==> config.mk <==
export PLATFORM = sky130hd
export DESIGN_NAME = mul_unit
export DESIGN_NICKNAME = d
export VERILOG_FILES = /design/src/rtl/mul_pkg.sv /design/src/rtl/mul_operand_prep.sv /design/src/rtl/mul_shift_add.sv /design/src/rtl/mul_result_fix.sv /design/src/rtl/mul_unit.sv
export SDC_FILE = /design/constraint.sdc
export NUM_CORES = 2
export LEC_CHECK = 0
export BUFFER_PORTS_ARGS = -buffer_cell sky130_fd_sc_hd__buf_4
export CORE_UTILIZATION = 30
export CTS_BUF_LIST = sky130_fd_sc_hd__clkbuf_8
export DETAILED_ROUTE_END_ITERATION = 10
export HOLD_SLACK_MARGIN = 0.05
export PLACE_DENSITY = 0.55
export SLEW_MARGIN = 20
export SYNTH_ARGS = -nofsm -noshare
export SYNTH_HDL_FRONTEND = slang
export SYNTH_SLANG_ARGS = --single-unit
==> constraint.sdc <==
create_clock -name clk -period 21.2 [get_ports clk]
set_clock_uncertainty 0.1 [all_clocks]
set_input_delay 1.06 -clock clk [delete_from_list [all_inputs] [get_ports clk]]
set_output_delay 1.06 -clock clk [all_outputs]
set_load 0.005 [all_outputs]
==> src/rtl/mul_pkg.sv <==
package mul_pkg;
  localparam int OPW = 4;

  typedef enum logic [OPW-1:0] {
    OP_MUL_LD   = 4'd0,
    OP_MUL_LW   = 4'd1,
    OP_MUL_HW   = 4'd2,
    OP_MUL_HWU  = 4'd3,
    OP_MUL_HD   = 4'd4,
    OP_MUL_HDU  = 4'd5,
    OP_MUL_LI   = 4'd6,
    OP_MADD_HD  = 4'd7,
    OP_MADD_HDU = 4'd8,
    OP_MADD_LD  = 4'd9
  } mul_op_e;

  function automatic logic op_signed(mul_op_e op);
    return !(op == OP_MUL_HWU || op == OP_MUL_HDU || op == OP_MADD_HDU);
  endfunction

  function automatic logic op_word(mul_op_e op);
    return op == OP_MUL_LW || op == OP_MUL_HW || op == OP_MUL_HWU;
  endfunction

  function automatic logic op_adds_c(mul_op_e op);
    return op == OP_MADD_HD || op == OP_MADD_HDU || op == OP_MADD_LD;
  endfunction
endpackage

==> src/rtl/mul_operand_prep.sv <==
module mul_operand_prep
  import mul_pkg::*;
#(
  parameter int XLEN = 64,
  parameter int IMMW = 16
) (
  input  mul_op_e         op,
  input  logic [XLEN-1:0] a,
  input  logic [XLEN-1:0] b,
  input  logic [IMMW-1:0] imm,
  output logic [XLEN-1:0] mag_a,
  output logic [XLEN-1:0] mag_b,
  output logic            neg
);
  localparam int HALF = XLEN / 2;

  logic [XLEN-1:0] ext_a, ext_b;
  logic            sgn, na, nb;

  always_comb begin
    sgn   = op_signed(op);
    ext_a = a;
    ext_b = (op == OP_MUL_LI) ? {{(XLEN-IMMW){imm[IMMW-1]}}, imm} : b;
    if (op_word(op)) begin
      ext_a = {{HALF{sgn & a[HALF-1]}}, a[HALF-1:0]};
      ext_b = {{HALF{sgn & b[HALF-1]}}, b[HALF-1:0]};
    end
    na    = sgn & ext_a[XLEN-1];
    nb    = sgn & ext_b[XLEN-1];
    mag_a = na ? (~ext_a + 1'b1) : ext_a;
    mag_b = nb ? (~ext_b + 1'b1) : ext_b;
    neg   = na ^ nb;
  end
endmodule

==> src/rtl/mul_shift_add.sv <==
module mul_shift_add #(
  parameter int XLEN = 64
) (
  input  logic              clk,
  input  logic              rst_n,
  input  logic              load,
  input  logic [XLEN-1:0]   mcand,
  input  logic [XLEN-1:0]   mplier,
  output logic              busy,
  output logic              last,
  output logic [2*XLEN-1:0] prod
);
  localparam int CW = $clog2(XLEN);

  logic [XLEN-1:0] mc_q;
  logic [CW-1:0]   cnt_q;
  logic [XLEN:0]   step_sum;

  assign last     = busy && (cnt_q == CW'(XLEN - 1));
  assign step_sum = {1'b0, prod[2*XLEN-1:XLEN]} + (prod[0] ? {1'b0, mc_q} : '0);

  always_ff @(posedge clk or negedge rst_n) begin
    if (!rst_n) begin
      busy  <= 1'b0;
      cnt_q <= '0;
      mc_q  <= '0;
      prod  <= '0;
    end else if (load) begin
      busy  <= 1'b1;
      cnt_q <= '0;
      mc_q  <= mcand;
      prod  <= {{XLEN{1'b0}}, mplier};
    end else if (busy) begin
      prod  <= {step_sum, prod[XLEN-1:1]};
      cnt_q <= last ? '0 : cnt_q + 1'b1;
      busy  <= !last;
    end
  end

  // the iteration stops right after its final step
  p_stop_after_last_r2: assert property (@(posedge clk) disable iff (!rst_n)
    last |=> !busy);
  // an idle core has its step counter parked at zero
  p_idle_count_r2: assert property (@(posedge clk) disable iff (!rst_n)
    !busy |-> cnt_q == '0);
  // a finished product is not disturbed while idle
  p_prod_hold_r3: assert property (@(posedge clk) disable iff (!rst_n)
    !busy && !load |=> $stable(prod));
endmodule

==> src/rtl/mul_result_fix.sv <==
module mul_result_fix
  import mul_pkg::*;
#(
  parameter int XLEN = 64
) (
  input  mul_op_e           op,
  input  logic              neg,
  input  logic [2*XLEN-1:0] mag_prod,
  input  logic [XLEN-1:0]   c,
  output logic [XLEN-1:0]   result,
  output logic              ovf,
  output logic [2:0]        cond
);
  localparam int HALF = XLEN / 2;

  logic [2*XLEN-1:0] sprod, c_ext, sum;
  logic              lt, eq;

  always_comb begin
    sprod = neg ? (~mag_prod + 1'b1) : mag_prod;
    c_ext = {{XLEN{op_signed(op) & c[XLEN-1]}}, c};
    sum   = op_adds_c(op) ? sprod + c_ext : sprod;
    ovf   = 1'b0;
    unique case (op)
      OP_MUL_LW: begin
        result = sum[XLEN-1:0];
        ovf    = !((&sum[XLEN-1:HALF-1]) || !(|sum[XLEN-1:HALF-1]));
      end
      OP_MUL_HW, OP_MUL_HWU:
        result = {sum[XLEN-1:HALF], sum[XLEN-1:HALF]};
      OP_MUL_HD, OP_MUL_HDU, OP_MADD_HD, OP_MADD_HDU:
        result = sum[2*XLEN-1:XLEN];
      OP_MUL_LI, OP_MADD_LD:
        result = sum[XLEN-1:0];
      default: begin
        result = sum[XLEN-1:0];
        ovf    = !((&sum[2*XLEN-1:XLEN-1]) || !(|sum[2*XLEN-1:XLEN-1]));
      end
    endcase
    lt   = result[XLEN-1];
    eq   = (result == '0);
    cond = {lt, !lt && !eq, eq};
  end
endmodule

==> src/rtl/mul_unit.sv <==
module mul_unit
  import mul_pkg::*;
#(
  parameter int XLEN = 64,
  parameter int IMMW = 16
) (
  input  logic            clk,
  input  logic            rst_n,
  input  logic            in_valid,
  output logic            in_ready,
  input  logic [OPW-1:0]  in_op,
  input  logic [XLEN-1:0] in_a,
  input  logic [XLEN-1:0] in_b,
  input  logic [XLEN-1:0] in_c,
  input  logic [IMMW-1:0] in_imm,
  output logic            out_valid,
  input  logic            out_ready,
  output logic [XLEN-1:0] out_result,
  output logic            out_ovf,
  output logic [2:0]      out_cond
);
  localparam int LW = $clog2(XLEN) + 1;

  typedef enum logic [1:0] {S_IDLE, S_RUN, S_DONE} state_e;

  state_e            state_q;
  mul_op_e           op_q;
  logic [XLEN-1:0]   c_q;
  logic              neg_q;
  logic [XLEN-1:0]   mag_a, mag_b;
  logic              neg_in;
  logic              accept, core_busy, core_last;
  logic [2*XLEN-1:0] core_prod;

  assign in_ready  = (state_q == S_IDLE);
  assign out_valid = (state_q == S_DONE);
  assign accept    = in_valid && in_ready;

  mul_operand_prep #(.XLEN(XLEN), .IMMW(IMMW)) u_prep (
    .op(mul_op_e'(in_op)), .a(in_a), .b(in_b), .imm(in_imm),
    .mag_a(mag_a), .mag_b(mag_b), .neg(neg_in)
  );

  mul_shift_add #(.XLEN(XLEN)) u_core (
    .clk(clk), .rst_n(rst_n), .load(accept),
    .mcand(mag_a), .mplier(mag_b),
    .busy(core_busy), .last(core_last), .prod(core_prod)
  );

  mul_result_fix #(.XLEN(XLEN)) u_fix (
    .op(op_q), .neg(neg_q), .mag_prod(core_prod), .c(c_q),
    .result(out_result), .ovf(out_ovf), .cond(out_cond)
  );

  always_ff @(posedge clk or negedge rst_n) begin
    if (!rst_n) begin
      state_q <= S_IDLE;
      op_q    <= OP_MUL_LD;
      c_q     <= '0;
      neg_q   <= 1'b0;
    end else begin
      unique case (state_q)
        S_IDLE: if (accept) begin
          state_q <= S_RUN;
          op_q    <= mul_op_e'(in_op);
          c_q     <= in_c;
          neg_q   <= neg_in;
        end
        S_RUN:   if (core_last) state_q <= S_DONE;
        S_DONE:  if (out_ready) state_q <= S_IDLE;
        default: state_q <= S_IDLE;
      endcase
    end
  end

  // Latency monitor kept only for the checks below
  logic [LW-1:0] lat_q;
  always_ff @(posedge clk or negedge rst_n) begin
    if (!rst_n)                 lat_q <= '0;
    else if (accept)            lat_q <= '0;
    else if (state_q == S_RUN)  lat_q <= lat_q + 1'b1;
  end

  // input and output sides are never offered at once
  p_ready_excl_r1: assert property (@(posedge clk) disable iff (!rst_n)
    in_ready |-> !out_valid);
  // an accepted operation keeps the core running
  p_accept_runs_r1: assert property (@(posedge clk) disable iff (!rst_n)
    accept |=> core_busy && !in_ready);
  // result appears exactly XLEN edges after acceptance
  p_latency_r2: assert property (@(posedge clk) disable iff (!rst_n)
    $rose(out_valid) |-> lat_q == LW'(XLEN));
  // a stalled result holds
  p_hold_r3: assert property (@(posedge clk) disable iff (!rst_n)
    out_valid && !out_ready |=> out_valid && $stable(out_result)
      && $stable(out_ovf) && $stable(out_cond));
  // handover drops valid
  p_handover_r3: assert property (@(posedge clk) disable iff (!rst_n)
    out_valid && out_ready |=> !out_valid);
  // only the low products can overflow
  p_no_overflow_r10: assert property (@(posedge clk) disable iff (!rst_n)
    out_valid && op_q != OP_MUL_LD && op_q != OP_MUL_LW |-> !out_ovf);
  // high word results repeat in both halves
  p_hword_dup_r6: assert property (@(posedge clk) disable iff (!rst_n)
    out_valid && (op_q == OP_MUL_HW || op_q == OP_MUL_HWU)
      |-> out_result[XLEN-1:XLEN/2] == out_result[XLEN/2-1:0]);
  // exactly one comparison bit
  p_cond_one_r11: assert property (@(posedge clk) disable iff (!rst_n)
    out_valid |-> $countones(out_cond) == 1);
endmodule

## Word level (Yosys, flattened, before mapping)

Index checks and enable logic that the tools add are counted.

| cells by class | value |
|---|---|
| eq/ne operators | 21 |
| reductions and logical operators | 34 |
| muxes and demuxes | 21 |
| add/subtract/negate cells | 6 |
| bitwise logic cells | 9 |

Operator list:

| kind | count |
|---|---|
| $mux 128 | 4 |
| $mux 64 | 6 |
| $add 128x1->128 const B | 1 |
| $add 128x128->128 | 1 |
| $add 64x1->64 const B | 2 |
| $not 128->128 | 1 |
| $not 64->64 | 2 |
| $pmux 64 s2 | 1 |
| $add 64x65->65 | 1 |
| $reduce_and 65->1 | 1 |
| $reduce_or 65->1 | 1 |
| $logic_not 64->1 | 1 |
| $reduce_and 33->1 | 1 |
| $reduce_or 33->1 | 1 |
| $eq 4x3->1 const B | 6 |
| $mux 6 | 3 |
| $eq 4x2->1 const B | 4 |
| $eq 4x4->1 const B | 3 |
| $logic_or 1x1->1 | 10 |
| $logic_not 1->1 | 9 |
| $eq 4x1->1 const B | 2 |
| $reduce_or 8->1 | 1 |
| $add 6x1->6 const B | 1 |
| $eq 6x6->1 const B | 1 |
| 16 further kinds | 27 |

| storage, ports and cells | value |
|---|---|
| output and inout port bits | 70 |
| register bits after elaboration | 270 |
| bits of input ports | 216 |

## Longest topological paths before layout

| logic depth | value |
|---|---|
| depth in word-level cells | 12 |
| gate-level depth with buffers | 27 |
| gate-level depth less buffers | 25 |

## Cells and area by module

From an unflattened synthesis, not the netlist that was laid out.

| unflattened totals | value |
|---|---|
| cell total of the unflattened synthesis | 5337 |
| area total of the unflattened synthesis | 38550.7 µm² |

By module, submodules not included:

| module | times used | cells an instance | area an instance (µm²) | seq. area each (µm²) |
|---|---|---|---|---|
| mul_result_fix | 1 | 3093 | 18878.1 | 0.0 |
| mul_shift_add | 1 | 1299 | 12271.8 | 4979.8 |
| mul_operand_prep | 1 | 789 | 4705.8 | 0.0 |
| mul_unit | 1 | 156 | 2695.1 | 1776.7 |

## Worst setup path after synthesis

Ideal clock, no wire load.

| timing path | value |
|---|---|
| path type | reg2out |
| start | reg u_core.prod[35] |
| end | out out_cond[0] |
| stages on the path, launching flop included | 23 |
| setup slack | 13.465 ns |
| data arrival time | 6.575 ns |
| data required time | 20.040 ns |
| cell sequence | dfrtp_1 buf_6 nor4_4 nand3_4 or4_4 or3_1 clkbuf_1 o41ai_1 xnor2_1 ha_1 clkbuf_1 nand4_1 o31ai_1 o21ai_0 a22oi_1 mux2_2 o221ai_1 or4b_1 or4_1 or4_1 nor4_2 and3_1 buf_4 |

| between the ends | value |
|---|---|
| longest elaborated chain between the ends | 7 |

RTL lines:

| what | RTL line | source |
|---|---|---|
| start: declaration | mul_shift_add.sv:11 | `output logic [2*XLEN-1:0] prod` |
| start signal: assignment | mul_shift_add.sv:32 | `prod <= {{XLEN{1'b0}}, mplier};` |
| start signal: assignment | mul_shift_add.sv:34 | `prod <= {step_sum, prod[XLEN-1:1]};` |
| $not 128->128 | mul_result_fix.sv:20 | `sprod = neg ? (~mag_prod + 1'b1) : mag_prod;` |
| $add 128x1->128 | mul_result_fix.sv:20 |  |
| $mux 128 (*) | mul_result_fix.sv:20 |  |
| $add 128x128->128 | mul_result_fix.sv:22 | `sum = op_adds_c(op) ? sprod + c_ext : sprod;` |
| $mux 128 (*) | mul_result_fix.sv:22 |  |
| $pmux 64 s2 (*) | mul_result_fix.sv:24 | `unique case (op)` |
| via out_result[16] | mul_unit.sv:18 | `output logic [XLEN-1:0] out_result,` |
| $logic_not 64->1 (*) | mul_result_fix.sv:41 | `eq = (result == '0);` |
| end: declaration | mul_unit.sv:20 | `output logic [2:0] out_cond` |

The timed path passes the listed nets; every way through them passes the cells marked *.

## Final worst setup path

| timing path | value |
|---|---|
| start | reg u_core.prod[0] |
| end | out out_ovf |

| between the ends | value |
|---|---|
| longest elaborated chain between the ends | 10 |

RTL lines:

| what | RTL line | source |
|---|---|---|
| $not 128->128 | mul_result_fix.sv:20 |  |
| $add 128x1->128 | mul_result_fix.sv:20 |  |
| $mux 128 (*) | mul_result_fix.sv:20 |  |
| $add 128x128->128 | mul_result_fix.sv:22 |  |
| $mux 128 (*) | mul_result_fix.sv:22 |  |
| $reduce_or 65->1 or $reduce_or 33->1 (tied branches) | mul_result_fix.sv:37, mul_result_fix.sv:27 |  |
| $logic_not 1->1, on equally long branches | mul_result_fix.sv:37, mul_result_fix.sv:27 |  |
| $logic_or 1x1->1, on equally long branches | mul_result_fix.sv:37, mul_result_fix.sv:27 |  |
| $logic_not 1->1, on equally long branches | mul_result_fix.sv:37, mul_result_fix.sv:27 |  |
| $pmux 1 s2 (*) | mul_result_fix.sv:24 |  |
| end: declaration | mul_unit.sv:19 | `output logic out_ovf,` |

Every way passes the cells marked *; elsewhere a longest branch is shown, timed or not.

==> flow_results.xml <==
<?xml version="1.0" encoding="UTF-8"?>
<metrics>
  <group name="placement">
    <metric name="detailed_place.area" unit="sq um">38800</metric>
    <metric name="dp_hpwl" unit="um">146000</metric>
    <metric name="place.port_buffers" unit="">285</metric>
    <metric name="dpl.cell_count" unit="">6560</metric>
    <metric name="finalWeightedCongestion" unit="">1.11</metric>
  </group>
  <group name="job">
    <metric name="number_of_max_capacitance_violations_reported" unit="">0</metric>
  </group>
  <group name="timing">
    <metric name="tightest_slew" unit="ns">1.30</metric>
    <metric name="timing.final.max_slew_violations" unit="">0</metric>
    <metric name="max_freq" unit="MHz">89.4</metric>
    <metric name="hold_viol" unit="">0</metric>
    <metric name="setup-violations-final" unit="">0</metric>
    <metric name="fin_tns_setup" unit="ns">0</metric>
    <metric name="rsz0062_at_grt" unit="">no</metric>
    <metric name="ratio_of_final_minimum_period_to_clock_period" unit="">0.528</metric>
    <metric name="worst_slew_margin_rel" unit="">0.127</metric>
    <metric name="finalCriticalPeriod" unit="ns">11.19</metric>
  </group>
  <group name="clock_network">
    <metric name="ctsRootBufferMaster" unit="">sky130_fd_sc_hd__clkbuf_8</metric>
    <metric name="cts-buffers-inserted" unit="">53</metric>
    <metric name="h-tree-depth" unit="">2</metric>
    <metric name="cts_resized" unit="">0</metric>
    <metric name="cts.repair_timing.setup_buffer_count" unit="">0</metric>
    <metric name="tritoncts" unit="">yes</metric>
    <metric name="hold_buffers" unit="">0</metric>
    <metric name="clock_latency" unit="ns">0.71</metric>
    <metric name="worst_setup_hold_path_clk_slew" unit="ns">0.06</metric>
    <metric name="cts.path.max_buffers" unit="">3</metric>
    <metric name="clkSinkCount" unit="">270</metric>
  </group>
  <group name="synth">
    <metric name="synth.distinct_cells" unit="">94</metric>
    <metric name="edff_count_synth" unit="">0</metric>
    <metric name="synth-warning-count" unit="">0</metric>
    <metric name="synth_compound_gate_area_share" unit="">0.268</metric>
    <metric name="synth-simple-area-share" unit="">0.279</metric>
    <metric name="synth_nets" unit="">5416</metric>
    <metric name="synth-async-reset-ratio" unit="">1.00</metric>
    <metric name="syn_avg_cell_area" unit="sq um">7.07</metric>
    <metric name="postSynthCellCount" unit="">5003</metric>
    <metric name="synth_seq_area_share" unit="">0.191</metric>
    <metric name="number_of_flip_flops_and_latches_in_the_synthesized_netlist" unit="">270</metric>
    <metric name="combinational_family_with_the_most_area_after_synthesis" unit="">simple AND/OR/NAND/NOR gates</metric>
    <metric name="post_synth_xor_area_fraction" unit="">0.0958</metric>
    <metric name="synth_adder_area_share" unit="">0.0701</metric>
    <metric name="synth.cell_area" unit="sq um">35400</metric>
    <metric name="yosys_most_used_dff" unit="">sky130_fd_sc_hd__dfrtp_1</metric>
    <metric name="synth.mux.area_fraction" unit="">0.0544</metric>
  </group>
  <group name="floorplanning">
    <metric name="floorplan.initialDensity" unit="">0.304</metric>
    <metric name="chipWidth" unit="um">345</metric>
    <metric name="coreArea" unit="sq um">117000</metric>
    <metric name="dieArea" unit="sq um">119000</metric>
    <metric name="ioPinCount" unit="">286</metric>
    <metric name="num_rows" unit="">125</metric>
    <metric name="chipHeight" unit="um">345</metric>
  </group>
  <group name="critical_path">
    <metric name="path_delay_family" unit="">compound AO/OA/AOI/OAI gates</metric>
    <metric name="crit_fanout" unit="">68</metric>
    <metric name="crit_required" unit="ns">20.04</metric>
    <metric name="timing.critical_path.buf_inv" unit="">4</metric>
    <metric name="cp.arrival" unit="ns">10.03</metric>
    <metric name="worstPathCellList" unit="">buf_4 -&gt; or2_2 -&gt; or4_1 -&gt; nor4_2 -&gt; a21oi_1 -&gt; xnor2_1 -&gt; inv_1 -&gt; ha_1 -&gt; a21oi_1 -&gt; o21ai_0 -&gt; a21oi_1 -&gt; o31ai_1 -&gt; o21ai_0 -&gt; a22oi_1 -&gt; buf_4 -&gt; xnor2_1 -&gt; a2111oi_0 -&gt; o2111ai_1 -&gt; or4_1 -&gt; or4b_1 -&gt; nor4_1 -&gt; a22o_1 -&gt; o21ai_1 -&gt; buf_4</metric>
    <metric name="crit_path_max_incr_delay" unit="ns">0.72</metric>
    <metric name="cpMaxStageDelayCell" unit="">sky130_fd_sc_hd__nor4_2</metric>
    <metric name="endpoint_kind" unit="">output port</metric>
    <metric name="criticalPathCategory" unit="">reg2out</metric>
    <metric name="cp-start-kind" unit="">flip-flop</metric>
  </group>
  <group name="final_layout">
    <metric name="final_area" unit="sq um">40000</metric>
    <metric name="fin_cells" unit="">6659</metric>
    <metric name="area_of_the_multi_input_gates" unit="sq um">27300</metric>
    <metric name="area.sequential" unit="sq um">6760</metric>
    <metric name="n_fill_cell" unit="">12700</metric>
    <metric name="fin_util" unit="">0.343</metric>
    <metric name="post_route_cells_drive_above_1_share" unit="">0.101</metric>
    <metric name="nNetsFinal" unit="">5504</metric>
    <metric name="synthToLayoutAreaGrowth" unit="%">12.9</metric>
  </group>
  <group name="global_route">
    <metric name="grt_max_degree" unit="">203</metric>
    <metric name="grtUsageTotal" unit="">0.286</metric>
    <metric name="grt_antenna_before_repair" unit="">21</metric>
    <metric name="remaining_overflow_grt" unit="">0</metric>
    <metric name="first_global_vias" unit="">37200</metric>
    <metric name="grt_first_pass_wirelength" unit="um">257000</metric>
  </group>
  <group name="hold_path">
    <metric name="hold_path.class" unit="">in2async</metric>
  </group>
  <group name="drt">
    <metric name="drt_first_pass_iters" unit="">6</metric>
    <metric name="route.detailed.drc" unit="">0</metric>
    <metric name="routed_wirelength" unit="um">178000</metric>
    <metric name="route.detailed.wl_per_inst" unit="um">26.7</metric>
    <metric name="routed-via-count" unit="">39900</metric>
    <metric name="viasPerCell" unit="">5.99</metric>
    <metric name="dr.first_iter.drc_count" unit="">4332</metric>
    <metric name="route.antenna.remaining_nets" unit="">0</metric>
  </group>
  <group name="run_status">
    <metric name="status" unit="">completed</metric>
  </group>
</metrics>
[through the flow]
step	hold slack [ns]	setup WS, ns
after floorplan	0.341	13.47
after global placement	0.353	10.68
after detailed placement	0.368	11.05
after CTS	0.160	10.29
after global routing	0.197	9.74
final	0.193	10.01
[worst register-to-register path, stage by stage, from the launching register on]
cell and delay, ns:
sky130_fd_sc_hd__dfrtp_1 0.32, sky130_fd_sc_hd__buf_4 0.43, sky130_fd_sc_hd__and2_1 0.44, sky130_fd_sc_hd__ha_1 0.28, sky130_fd_sc_hd__a21o_1 0.17, sky130_fd_sc_hd__a21o_1 0.22, sky130_fd_sc_hd__a2111oi_0 0.64, sky130_fd_sc_hd__o31ai_1 0.26
sky130_fd_sc_hd__a311oi_1 0.73, sky130_fd_sc_hd__o21ai_0 0.43, sky130_fd_sc_hd__a31o_2 0.38, sky130_fd_sc_hd__a311oi_1 0.44, sky130_fd_sc_hd__o22ai_1 0.20, sky130_fd_sc_hd__a221o_1 0.33, sky130_fd_sc_hd__a21oi_1 0.19, sky130_fd_sc_hd__xnor2_1 0.16
sky130_fd_sc_hd__mux2i_1 0.10, sky130_fd_sc_hd__nor2_1 0.13
[Yosys cell counts, types with 10 or more instances]
library cell	instances	area [sq um]
sky130_fd_sc_hd__a21o_1	90	676
sky130_fd_sc_hd__a221oi_1	11	96.3
sky130_fd_sc_hd__o22ai_1	20	125
sky130_fd_sc_hd__a21oi_1	402	2010
sky130_fd_sc_hd__o21ai_1	12	60.1
sky130_fd_sc_hd__o21bai_1	31	233
sky130_fd_sc_hd__o41ai_1	36	315
sky130_fd_sc_hd__o31a_1	12	105
sky130_fd_sc_hd__and2_1	82	513
sky130_fd_sc_hd__a211oi_1	45	338
sky130_fd_sc_hd__xnor2_1	211	1850
sky130_fd_sc_hd__and3_1	38	238
sky130_fd_sc_hd__nand4_1	130	813
sky130_fd_sc_hd__a221o_1	13	130
sky130_fd_sc_hd__nor2_1	459	1720
sky130_fd_sc_hd__buf_1	28	105
sky130_fd_sc_hd__nand2b_1	41	257
sky130_fd_sc_hd__nor3_1	139	696
sky130_fd_sc_hd__or3_1	60	375
sky130_fd_sc_hd__o21ai_0	473	2370
sky130_fd_sc_hd__o2111ai_1	10	87.6
sky130_fd_sc_hd__a21boi_0	18	135
sky130_fd_sc_hd__a31oi_1	46	288
sky130_fd_sc_hd__or2_2	23	144
sky130_fd_sc_hd__a22oi_1	11	82.6
sky130_fd_sc_hd__nand3b_1	14	105
sky130_fd_sc_hd__and4_1	30	263
sky130_fd_sc_hd__or4_1	38	285
sky130_fd_sc_hd__nand3_1	99	495
sky130_fd_sc_hd__o221ai_1	13	114
sky130_fd_sc_hd__xor2_1	176	1540
sky130_fd_sc_hd__nor2b_1	24	150
sky130_fd_sc_hd__nand2_1	756	2840
sky130_fd_sc_hd__mux2i_1	182	1820
sky130_fd_sc_hd__o31ai_1	82	616
sky130_fd_sc_hd__o21a_1	44	330
sky130_fd_sc_hd__o211ai_1	34	255
sky130_fd_sc_hd__clkbuf_1	274	1030
sky130_fd_sc_hd__ha_1	195	2440
sky130_fd_sc_hd__dfrtp_1	270	6760
sky130_fd_sc_hd__nor4_1	58	363
sky130_fd_sc_hd__inv_1	70	263
sky130_fd_sc_hd__a211o_1	11	96.3
[routing by layer]
metal / routed length (um) / global-route usage
met5: 118 / 0
met4: 7590 / 0.110
met3: 16500 / 0.0683
met2: 74900 / 0.431
met1: 78500 / 0.390
[final cells by class]
type                            instances  share of cell area
Antenna cell                            7            0.000438
Clock buffer                           65              0.0224
Clock inverter                         27             0.00510
Inverter                               71             0.00667
Multi-Input combinational cell       4350               0.682
Sequential cell                       270               0.169
Tap cell                             1524              0.0477
Timing Repair Buffer                  345              0.0660
[state kept, by name (all words and copies together), names as in the netlist]
register and cells:
u_core.cnt_q 6, u_core.busy 1, state_q 2, c_q 64, op_q 4, neg_q 1, u_core.mc_q 64, u_core.prod 128
[logic make-up after synthesis]
logic type               count (synthesis)
XOR/XNOR                               387
multiplexers                           191
AO/OA/AOI/OAI                         1519
adder cells (fa/ha/maj)                197
buffers and inverters                  383
flip-flops                             270
AND/OR/NAND/NOR                       2056
[final timing paths]
check	startpoint	endpoint	slack [ns]	cells after the start
max	u_core.prod[0]$_DFFE_PN0P_	out_ovf	10.01	24
min	rst_n	c_q[44]$_DFFE_PN0P_	0.19	1
max reg2reg	u_core.prod[0]$_DFFE_PN0P_	u_core.prod[104]$_DFFE_PN0P_	15.18	17
min reg2reg	u_core.mc_q[10]$_DFFE_PN0P_	u_core.mc_q[10]$_DFFE_PN0P_	0.38	2
max in group asynchronous	rst_n	u_core.busy$_DFF_PN0_	18.77	3
min in group clk	u_core.mc_q[10]$_DFFE_PN0P_	u_core.mc_q[10]$_DFFE_PN0P_	0.38	2
[cell usage in the layout (no fill, tap or decap), types with 82 or more instances in the layout]
| cell | Yosys | routed |
|---|---|---|
| sky130_fd_sc_hd__a21o_1 | 90 | 89 |
| sky130_fd_sc_hd__a21oi_1 | 402 | 400 |
| sky130_fd_sc_hd__buf_4 | 3 | 341 |
| sky130_fd_sc_hd__dfrtp_1 | 270 | 268 |
| sky130_fd_sc_hd__ha_1 | 195 | 195 |
| sky130_fd_sc_hd__inv_1 | 70 | 82 |
| sky130_fd_sc_hd__mux2i_1 | 182 | 182 |
| sky130_fd_sc_hd__nand2_1 | 756 | 755 |
| sky130_fd_sc_hd__nand3_1 | 99 | 99 |
| sky130_fd_sc_hd__nand4_1 | 130 | 130 |
| sky130_fd_sc_hd__nor2_1 | 459 | 458 |
| sky130_fd_sc_hd__nor3_1 | 139 | 137 |
| sky130_fd_sc_hd__o21ai_0 | 473 | 473 |
| sky130_fd_sc_hd__xnor2_1 | 211 | 210 |
| sky130_fd_sc_hd__xor2_1 | 176 | 176 |
Power is not shown: default switching activity piles up to over one toggle a cycle in this logic, so the estimate is an artifact.
